### config.mk
export PLATFORM = sky130hd
export DESIGN_NAME = nfsr_top
export DESIGN_NICKNAME = d
export VERILOG_FILES = /design/src/rtl/nfsr_pkg.sv /design/src/rtl/nfsr_rst_sync.sv /design/src/rtl/nfsr_mode_track.sv /design/src/rtl/nfsr_status_build.sv /design/src/rtl/nfsr_out_mux.sv /design/src/rtl/nfsr_top.sv
export SDC_FILE = /design/constraint.sdc
export NUM_CORES = 1
export LEC_CHECK = 0
export ABC_AREA = 1
export CORE_AREA = 2 2 39 41
export CTS_BUF_LIST = sky130_fd_sc_hd__clkbuf_4 sky130_fd_sc_hd__clkbuf_8
export DETAILED_ROUTE_END_ITERATION = 7
export DIE_AREA = 0 0 41 43
export PLACE_DENSITY = 0.77
export SLEW_MARGIN = 20
export SYNTH_ARGS = -nofsm -noshare
export SYNTH_HDL_FRONTEND = slang
export SYNTH_HIERARCHICAL = 1
export SYNTH_SLANG_ARGS = --single-unit
### constraint.sdc
create_clock -name clk -period 1.1 [get_ports clk]
set_input_delay 0.22 -clock clk [delete_from_list [all_inputs] [get_ports clk]]
set_output_delay 0.22 -clock clk [all_outputs]
set_load 0.01 [all_outputs]
### src/rtl/nfsr_pkg.sv
`timescale 1ns/1ps
package nfsr_pkg;
  localparam int CMD_W = 3;

  typedef enum logic [CMD_W-1:0] {
    CMD_READ   = 3'd0,
    CMD_RDSTAT = 3'd1,
    CMD_PROG   = 3'd2,
    CMD_CPROG  = 3'd3,
    CMD_ERASE  = 3'd4,
    CMD_MISC   = 3'd5
  } cmd_e;

  // status byte bit positions (host software decodes these)
  localparam int SB_WP   = 7;
  localparam int SB_RDY6 = 6;
  localparam int SB_RDY5 = 5;
  localparam int SB_FAIL = 0;
  localparam int SB_W    = 8;
endpackage

### src/rtl/nfsr_rst_sync.sv
`timescale 1ns/1ps
module nfsr_rst_sync #(
  parameter int STAGES = 2
) (
  input  logic clk,
  input  logic rst_n,
  output logic rst_sync_n
);
  logic [STAGES-1:0] chain_q;

  always_ff @(posedge clk or negedge rst_n) begin
    if (!rst_n) chain_q <= '0;
    else        chain_q <= {chain_q[STAGES-2:0], 1'b1};
  end

  assign rst_sync_n = chain_q[STAGES-1];
endmodule

### src/rtl/nfsr_mode_track.sv
`timescale 1ns/1ps
module nfsr_mode_track
  import nfsr_pkg::*;
(
  input  logic             clk,
  input  logic             rst_n,
  input  logic             cmd_valid_i,
  input  logic [CMD_W-1:0] cmd_code_i,
  input  logic             ctrl_busy_i,
  input  logic             cache_busy_i,
  input  logic             op_fail_i,
  output logic             status_mode_o,
  output logic             cache_ctx_o,
  output logic             fail_o
);
  logic mode_q, mode_d;
  logic ctx_q, ctx_d;
  logic fail_q, fail_d;
  logic is_stat, is_cprog, starts_op, both_idle, upd_en;

  always_comb begin
    is_stat   = cmd_valid_i && (cmd_code_i == CMD_RDSTAT);
    is_cprog  = cmd_valid_i && (cmd_code_i == CMD_CPROG);
    starts_op = cmd_valid_i && ((cmd_code_i == CMD_PROG) ||
                                (cmd_code_i == CMD_CPROG) ||
                                (cmd_code_i == CMD_ERASE));
    both_idle = !ctrl_busy_i && !cache_busy_i;

    mode_d = cmd_valid_i ? is_stat : mode_q;

    if (is_cprog)                  ctx_d = 1'b1;
    else if (cmd_valid_i && !is_stat) ctx_d = 1'b0;
    else if (both_idle)            ctx_d = 1'b0;
    else                           ctx_d = ctx_q;

    if (starts_op)      fail_d = 1'b0;
    else if (op_fail_i) fail_d = 1'b1;
    else                fail_d = fail_q;

    upd_en = cmd_valid_i || op_fail_i || (ctx_q && both_idle);
  end

  always_ff @(posedge clk or negedge rst_n) begin
    if (!rst_n) begin
      mode_q <= 1'b0;
      ctx_q  <= 1'b0;
      fail_q <= 1'b0;
    end else if (upd_en) begin
      mode_q <= mode_d;
      ctx_q  <= ctx_d;
      fail_q <= fail_d;
    end
  end

  assign status_mode_o = mode_q;
  assign cache_ctx_o   = ctx_q;
  assign fail_o        = fail_q;
endmodule

### src/rtl/nfsr_status_build.sv
`timescale 1ns/1ps
module nfsr_status_build
  import nfsr_pkg::*;
#(
  parameter int DATA_W = 8
) (
  input  logic              wr_protect_i,
  input  logic              ctrl_busy_i,
  input  logic              cache_busy_i,
  input  logic              cache_ctx_i,
  input  logic              fail_i,
  output logic [DATA_W-1:0] status_o
);
  logic [SB_W-1:0] core;

  always_comb begin
    core          = '0;
    core[SB_WP]   = !wr_protect_i;
    core[SB_RDY6] = cache_ctx_i ? !cache_busy_i : !ctrl_busy_i;
    core[SB_RDY5] = !ctrl_busy_i;
    core[SB_FAIL] = fail_i;
  end

  generate
    if (DATA_W > SB_W) begin : g_wide
      assign status_o = {{(DATA_W-SB_W){1'b0}}, core};
    end else begin : g_exact
      assign status_o = core[DATA_W-1:0];
    end
  endgenerate
endmodule

### src/rtl/nfsr_out_mux.sv
`timescale 1ns/1ps
module nfsr_out_mux #(
  parameter int DATA_W = 8
) (
  input  logic              ce_n_i,
  input  logic              re_n_i,
  input  logic              status_mode_i,
  input  logic [DATA_W-1:0] status_i,
  input  logic [DATA_W-1:0] page_data_i,
  output logic [DATA_W-1:0] dout_o,
  output logic              dout_oe_o
);
  always_comb begin
    dout_oe_o = !ce_n_i && !re_n_i;
    if (!dout_oe_o)         dout_o = '0;
    else if (status_mode_i) dout_o = status_i;
    else                    dout_o = page_data_i;
  end
endmodule

### src/rtl/nfsr_top.sv
`timescale 1ns/1ps
module nfsr_top
  import nfsr_pkg::*;
#(
  parameter int DATA_W      = 8,
  parameter int SYNC_STAGES = 2
) (
  input  logic              clk,
  input  logic              rst_n,
  input  logic              cmd_valid_i,
  input  logic [2:0]        cmd_code_i,
  input  logic              wr_protect_i,
  input  logic              ctrl_busy_i,
  input  logic              cache_busy_i,
  input  logic              op_fail_i,
  input  logic              ce_n_i,
  input  logic              re_n_i,
  input  logic [DATA_W-1:0] page_data_i,
  output logic [DATA_W-1:0] dout_o,
  output logic              dout_oe_o
);
  logic              rst_sync_n;
  logic              status_mode_q;
  logic              cache_ctx_q;
  logic              fail_q;
  logic [DATA_W-1:0] status_byte;

  nfsr_rst_sync #(.STAGES(SYNC_STAGES)) u_rst (
    .clk(clk), .rst_n(rst_n), .rst_sync_n(rst_sync_n)
  );

  nfsr_mode_track u_mode (
    .clk(clk), .rst_n(rst_sync_n),
    .cmd_valid_i(cmd_valid_i), .cmd_code_i(cmd_code_i),
    .ctrl_busy_i(ctrl_busy_i), .cache_busy_i(cache_busy_i),
    .op_fail_i(op_fail_i),
    .status_mode_o(status_mode_q), .cache_ctx_o(cache_ctx_q), .fail_o(fail_q)
  );

  nfsr_status_build #(.DATA_W(DATA_W)) u_build (
    .wr_protect_i(wr_protect_i), .ctrl_busy_i(ctrl_busy_i),
    .cache_busy_i(cache_busy_i), .cache_ctx_i(cache_ctx_q),
    .fail_i(fail_q), .status_o(status_byte)
  );

  nfsr_out_mux #(.DATA_W(DATA_W)) u_out (
    .ce_n_i(ce_n_i), .re_n_i(re_n_i), .status_mode_i(status_mode_q),
    .status_i(status_byte), .page_data_i(page_data_i),
    .dout_o(dout_o), .dout_oe_o(dout_oe_o)
  );
endmodule

## Yosys cells after proc, flatten, opt, wreduce, memory -nomap -nowiden

Index checks and enable logic that the tools add are counted.

| storage, ports and cells | value |
|---|---|
| logic and storage cells | 38 |
| flip-flop bits (word level) | 5 |
| bits of input ports | 20 |

| cells by class | value |
|---|---|
| reductions and logical operators | 22 |
| mux-type cells | 8 |
| equal/unequal tests | 4 |

Operators with widths:

| operator | number |
|---|---|
| two-way mux 8 bit | 2 |
| logical AND 1 bit | 7 |
| equality test 3 x 2 -> 1 bit, second input constant | 2 |
| logical NOT 1 bit | 6 |
| two-way mux 1 bit | 6 |
| AND reduction 2 bit | 3 |
| logical OR 1 bit | 4 |
| equality test 3 x 1 -> 1 bit, second input constant | 1 |
| equality test 3 bit, second input constant | 1 |
| nonzero test 3 bit | 1 |
| nonzero test 2 bit | 1 |

## Depth between registers and ports, before layout

Gate-level depths: netlist (run 1).

| logic depth | value |
|---|---|
| depth in word-level cells | 6 |
| gate-level depth with buffers | 7 |
| gate-level depth less buffers | 7 |

## Modules after synthesis

The synthesis (run 1) kept the hierarchy.

Modules (own cells, without submodules):

| module | sequential area each (um^2) | cells an instance | area each (um^2) | times used |
|---|---|---|---|---|
| nfsr_out_mux | 0.0 | 43 | 197.7 | 1 |
| nfsr_mode_track | 75.1 | 18 | 153.9 | 1 |
| nfsr_status_build | 0.0 | 13 | 67.6 | 1 |
| nfsr_rst_sync | 50.0 | 3 | 53.8 | 1 |

## Least setup slack after synthesis (run 1)

Ideal clock, no wire load.

| timing path | value |
|---|---|
| path kind | reg-to-output |
| start point | reg u_mode.mode_q (netlist: u_mode/status_mode_o) |
| end point | out dout_o[5] |
| slack | 0.011 ns |
| data arrival time | 0.869 ns |
| path buffers | 2 |
| stages on the path, launching flop included | 6 |
| path through | dfrtp_1 > buf_6 > buf_6 > nand2_2 > nand2_1 > nor2_1 |

| between the ends | value |
|---|---|
| word-level cells in the longest chain between the ends | 2 |

Ends and longest elaborated chain:

| what | RTL line | source |
|---|---|---|
| from (decl) | nfsr_mode_track.sv:16 | `logic mode_q, mode_d;` |
| from (signal assigned) | nfsr_mode_track.sv:49 | `mode_q <= mode_d;` |
| two-way mux 8 bit | nfsr_out_mux.sv:16 | `else if (status_mode_i) dout_o = status_i;` |
| two-way mux 8 bit | nfsr_out_mux.sv:15 | `if (!dout_oe_o) dout_o = '0;` |
| to (decl) | nfsr_top.sv:19 | `output logic [DATA_W-1:0] dout_o,` |

No other way between the ends.

## Worst setup path in the final report (run 1)

| timing path | value |
|---|---|
| start point | reg u_mode.mode_q (netlist: u_mode/status_mode_o) |
| end point | out dout_o[7] |

Same word-level chain as after synthesis.

==> reports/qor.yml, run 1 <==
status:
  status: "complete, but fails checks"
  violations: "setup timing"
setup_path:
  cpLargestDelayFamily: "flip-flops"
  r2r_slack_ns: 0.27
  reg2regPathDepth: 3
  timing.rr.start: "u_mode/fail_o"
  path_cells: "buf_4 > nand2_1 > nand2_1 > nor2_1 > buf_2"
  cpPeakStageDelay_ns: 0.38
  timing.critical_path.mode_cell: "nand2_1"
  worst-path-max-fanout: 7
  critPathBufInv: 2
  cp-end-kind: "output port"
  critPathKind: "flop to output port"
  timing.rr.end: "u_mode/fail_o"
  crit_slowest_cell: "dfrtp_1"
  arrival_ns: 1.10
  critPathRequiredTime_ns: 0.88
  cp-start-kind: "flop"
yosys:
  syn_inst: 77
  yosysUniqueCellTypes: 18
  syn_area_sq_um: 473
  ys_seq_elements: 5
  ys_seq_area_share_pct: 26.5
  syn-mean-instance-area_sq_um: 6.14
  yosysWarnings: 6
place:
  place_ws_ns: -0.737
  globalplace.congestion: 0.630
  io_buffers: 28
  hpwl_microns: 778
  placed_cell_area_sq_um: 747
clock_network:
  clock_sink_count: 5
  cts_inserted_buffers: 3
  cts-root-buf: "clkbuf_4"
  htree_levels: 1
  post_cts_buffers: 0
  cts_tree: "done"
  cts_hold_buf: 0
  clkLatencyLatePin_ns: 0.24
  clk_pin_slew_worst_paths_ns: 0.04
  clock_path_buffers: 2
final_layout:
  syn2layout_area_growth_pct: 60.1
  multiInputGateArea_sq_um: 270
  mostFrequentLayoutCells: "nand2_1 (17), nor2_1 (17), clkdlybuf4s50_1 (15), inv_1 (12), buf_2 (8)"
  antenna_cells: 0
  fillCellCount: 148
  nets: 130
  finalInstanceArea_sq_um: 757
  regArea_sq_um: 125
  drive_gt1_share_pct: 27.5
sta:
  finalSetupViolations: 8
  max_clock_freq_mhz: 757
  finalClockSkew_ns: 0.00182
  hold_viol: 0
  period_minus_slack_ns: 1.32
  grt_setup_unrepaired: "true"
  fin_crit_sh_pct: 120
  maxSlewViolCount: 0
  finalWorstSetupSlack_ns: -0.221
route:
  num_vias: 528
  drt_iter0_markers: 0
  wl_met2_microns: 496
  wl_microns: 1050
  via_per_inst: 4.22
  antenna_left: 0
  wl_met1_microns: 352
  highest_layer: "met4"
  wl_met3_microns: 175
  wl_per_cell_microns: 8.38
  drc_errors: 0
  firstDrtPassIters: 1
grt:
  grt_max_degree: 11
  overflow: 0
  antenna_found_initial: 0
  grtUsageTotal_pct: 13.7
  grt_pass1_wl_microns: 1550
  first_global_vias: 398
floorplanning:
  ios: 29
  fp.dieArea_sq_um: 1760
  num_rows: 14
  die_h_microns: 43
  die_w_microns: 41
  start_util_pct: 34.2
  core_area_sq_um: 1380
pwr:
  p_per_area_nw_per_um2: 872
  ir_drop_mv: 0.635
  p_leak_nw: 0.402
min_path:
  hold_path.class: "flop to asynchronous set/reset pin"
job:
  max_cap_violations: 0
==> synthesized netlist by cell type (all sizes together) <==
library cell | instances | share of area (%)
nor2 | 19 | 19
inv | 14 | 11
nor3 | 1 | 2.1
nand4 | 1 | 1.3
buf | 7 | 13
dfrtp | 5 | 26
a21oi | 1 | 1.1
nand3 | 2 | 3.2
nand2 | 23 | 19
o21ai | 1 | 1.1
conb | 2 | 1.6
o21a | 1 | 1.6
==> per-layer routing <==
metal	up-vias	global-route usage, %
met3	4	6.28
met5	-	0
met4	0	10.0
met2	27	21.3
met1	220	13.2
li1	277	-
==> how the worst max path moves through the flow <==
| stage | to | startpoint | cells past startpoint |
|---|---|---|---|
| 6_report | dout_o[7] | u_mode/status_mode_o | 5 |
| 4_1_cts | dout_o[6] | u_mode/status_mode_o | 5 |
| 2_1_floorplan | dout_o[5] | u_mode/status_mode_o | 5 |
| 3_3_place_gp | dout_o[3] | re_n_i | 5 |
| 3_5_place_dp | dout_o[3] | re_n_i | 5 |
| 5_1_grt | dout_o[5] | u_mode/status_mode_o | 5 |
==> layout make-up <==
cell class | instances | share of cell area, %
multi-input combinational | 55 | 35.7
inverter | 14 | 6.94
sequential | 5 | 16.5
tap | 16 | 2.64
clock buffer | 4 | 3.97
timing repair buffer | 31 | 34.2
==> flip-flops by register name, indices dropped and copies added (netlist names) <==
register              flops
u_rst/chain_q             2
u_mode/cache_ctx_o        1
u_mode/fail_o             1
u_mode/status_mode_o      1
==> report_power, final <==
part	switching (mW)	internal (mW)	leakage, nW
Clock	0.0733	0.162	0.0184
Combinational	0.103	0.117	0.324
Sequential	0.00786	0.197	0.0597
Total	0.184	0.476	0.402
==> repair_timing <==
item,CTS,global route
setup endpoints to repair,9,9
gates cloned,1,0
pin swaps,1,0
gates resized for setup,41,6
endpoints found under the hold margin,0,0
==> metrics by stage <==
stage / hold slack (ns) / power [mW] / TNS, ns / util (%) / std cells
final: 0.0345 / 0.660 / -1.66 / 54.7 / 125
after global routing: 0.0509 / 0.714 / -2.32 / 54.7 / 125
after CTS: 0.0404 / 0.671 / -1.83 / 54.2 / 125
after detailed placement: 0.0366 / 0.436 / -6.46 / 54.0 / 120
after global placement: 0.0366 / 0.432 / -6.32 / 54.0 / 120
after floorplan: -0.0756 / 0.324 / 0 / - / 80
==> logic make-up (layout without fill, tap and decap cells) <==
| family | after synthesis | in the layout | synth area share [%] |
|---|---|---|---|
| buf+inv | 21 | 49 | 23.8 |
| compound gates | 3 | 3 | 3.70 |
| simple gates | 46 | 47 | 44.4 |
| other cells | 2 | 5 | 1.59 |
| flops | 5 | 5 | 26.5 |
No activity file was read; power rests on OpenSTA's default activity.
==> run 2, diff against run 1 <==
--- a/config.mk
+++ b/config.mk
@@ -5,12 +5,12 @@
 export SDC_FILE = /design/constraint.sdc
 export NUM_CORES = 1
 export LEC_CHECK = 0
-export ABC_AREA = 1
+export ABC_AREA = 0
 export CORE_AREA = 2 2 39 41
 export CTS_BUF_LIST = sky130_fd_sc_hd__clkbuf_4 sky130_fd_sc_hd__clkbuf_8
 export DETAILED_ROUTE_END_ITERATION = 7
 export DIE_AREA = 0 0 41 43
-export PLACE_DENSITY = 0.77
+export PLACE_DENSITY = 0.71
 export SLEW_MARGIN = 20
 export SYNTH_ARGS = -nofsm -noshare
 export SYNTH_HDL_FRONTEND = slang
==> reports/qor.yml, run 2 <==
route:
  via_per_inst: 4.19
  wl_microns: 898
  antenna_left: 0
  num_vias: 390
  drc_errors: 0
  drt_iter0_markers: 1
  firstDrtPassIters: 4
  wl_per_cell_microns: 9.66
grt:
  grt_pass1_wl_microns: 1410
  met3_usage_pct: 4.71
  met1_usage_pct: 11.5
  top_usage_layer: "met2"
  overflow: 0
  first_global_vias: 380
  grt_max_degree: 6
  grt_use_met2_pct: 20.0
  grtUsageTotal_pct: 12.1
  antenna_found_initial: 0
place:
  globalplace.congestion: 0.633
  hpwl_microns: 727
  io_buffers: 28
  place_ws_ns: -0.856
  dp_cells: 86
final_layout:
  nets: 98
  largest_reg_flops: 2
  fillCellCount: 149
  antenna_cells: 0
  largest-register: "u_rst/chain_q"
  layout_commonest_cell: "clkdlybuf4s50_1"
  drive_gt1_share_pct: 29.9
  mostFrequentLayoutCells: "clkdlybuf4s50_1 (16), buf_2 (8), mux2i_1 (8), nor2_1 (7), conb_1 (5)"
  syn2layout_area_growth_pct: 77.1
  instances_no_fill: 93
  multiInputGateArea_sq_um: 220
  regArea_sq_um: 126
setup_path:
  critPathKind: "flop to output port"
  critPathRequiredTime_ns: 0.88
  timing.rr.start: "u_mode/fail_o"
  arrival_ns: 1.13
  setup.worst_path.start: "u_mode/status_mode_o"
  cp-start-kind: "flop"
  worst-path-max-fanout: 5
  r2r_slack_ns: 0.25
  cp-end-kind: "output port"
  reg2regPathDepth: 2
  timing.rr.end: "u_mode/fail_o"
clock_network:
  cts_inserted_buffers: 3
  clock_sink_count: 5
  htree_levels: 1
  clk_pin_slew_worst_paths_ns: 0.04
  cts_tree: "done"
  clkLatencyLatePin_ns: 0.24
  clock_path_buffers: 2
  cts_hold_buf: 0
  cts-root-buf: "clkbuf_4"
sta:
  maxSlewViolCount: 0
  hold_ws_ns: 0.0409
  period_minus_slack_ns: 1.35
  finalSetupViolations: 8
  hold_viol: 0
  finalWorstSetupSlack_ns: -0.248
  fin_crit_sh_pct: 123
  grt_setup_unrepaired: "true"
  max_clock_freq_mhz: 742
  finalClockSkew_ns: 0.000261
yosys:
  synthXorXnorAreaFrac_pct: 0
  async_flop_share_pct: 100
  syn-mean-instance-area_sq_um: 8.82
  synth_top_family_by_area: "multiplexers"
  yosysUniqueCellTypes: 15
  synthSimpleGateAreaFrac_pct: 16.5
  synthMuxAreaShare_pct: 23.2
  synth_commonest_cells: "mux2i_1 (9), nor2_1 (8), buf_4 (6), dfrtp_1 (5), inv_1 (4)"
  synth_compound_area_share_pct: 7.74
  yosysMostFrequentCell: "mux2i_1"
  synth_edf_count: 0
  ys_seq_area_share_pct: 32.3
  yosysTopAreaCellShare_pct: 32.3
  syn_inst: 44
  syn_area_sq_um: 388
  synthAdderAreaFrac_pct: 0
  ys_top_cells_by_area: "dfrtp_1 (32%), mux2i_1 (23%), buf_4 (12%)"
  ys.flop_type: "dfrtp_1"
  ys_seq_elements: 5
  yosysWarnings: 6
  synth_area_leader_cell: "dfrtp_1"
status:
  status: "complete, but fails checks"
  violations: "setup timing"
pwr:
  power_mw: 0.624
  p_per_area_nw_per_um2: 908
  p_leak_nw: 0.329
  ir_drop_mv: 0.514
floorplanning:
  die_h_microns: 43
  start_util_pct: 28.0
  fp.dieArea_sq_um: 1760
  num_rows: 14
  ios: 29
  core_area_sq_um: 1380
  die_w_microns: 41
min_path:
  hold_path.class: "flop to asynchronous set/reset pin"
job:
  max_cap_violations: 0
-- run 2: cell type report --
cell class | count | share of cell area (%)
timing repair buffer | 32 | 40.1
multi-input combinational | 32 | 32.1
sequential | 5 | 18.4
clock buffer | 4 | 4.37
tap | 16 | 2.91
inverter | 4 | 2.19
-- run 2: worst max-delay path: stages (launching register included) --
cell and delay, ns:
dfrtp_2 0.40, buf_6 0.14, mux2i_2 0.18, nor2_2 0.05, buf_2 0.13
-- run 2: cell families (layout without fill, tap and decap cells) --
logic type,after synthesis,after routing
AND/OR/NAND/NOR,13,14
buffers and inverters,11,40
multiplexers,9,9
flip-flops,5,5
AO/OA/AOI/OAI,4,4
other,2,5
-- run 2: metal layers --
layer | share of wire [%] | vias to the layer above
met1 | 33 | 168
met3 | 16 | 0
met2 | 50 | 20
met4 | 0 | 0
li1 | - | 202
met5 | 0 | -
-- run 2: timing repair --
| item | CTS | global route |
|---|---|---|
| pin swaps | 4 | 2 |
| gates cloned | 1 | 0 |
| endpoints found under the setup margin | 9 | 9 |
| buffers inserted | 2 | 0 |
| endpoints found under the hold margin | 0 | 0 |
| gates resized for setup | 47 | 4 |
-- run 2: metrics by stage --
step / TNS [ns] / util (%) / instance area (sq um)
floorplan: 0 / - / 399
global placement: -7.27 / 47.6 / 658
detailed placement: -7.44 / 47.6 / 658
CTS: -1.97 / 49.0 / 678
global route: -2.39 / 49.6 / 687
finish: -1.81 / 49.6 / 687
-- run 2: power breakdown --
group,total [mW],internal (mW),leakage (nW),switching (mW)
Sequential,0.206,0.198,0.0588,0.00799
Combinational,0.185,0.119,0.251,0.0657
Clock,0.232,0.161,0.0184,0.0710
Total,0.624,0.479,0.329,0.145
-- run 2: how the worst max path moves through the flow --
stage | end | slack [ns] | depth (start not counted)
after CTS | dout_o[0] | -0.27 | 4
after global routing | dout_o[4] | -0.31 | 4
after detailed placement | dout_o[0] | -0.86 | 4
after global placement | dout_o[0] | -0.84 | 4
after floorplan | dout_o[6] | 0.07 | 3
final | dout_o[0] | -0.25 | 4
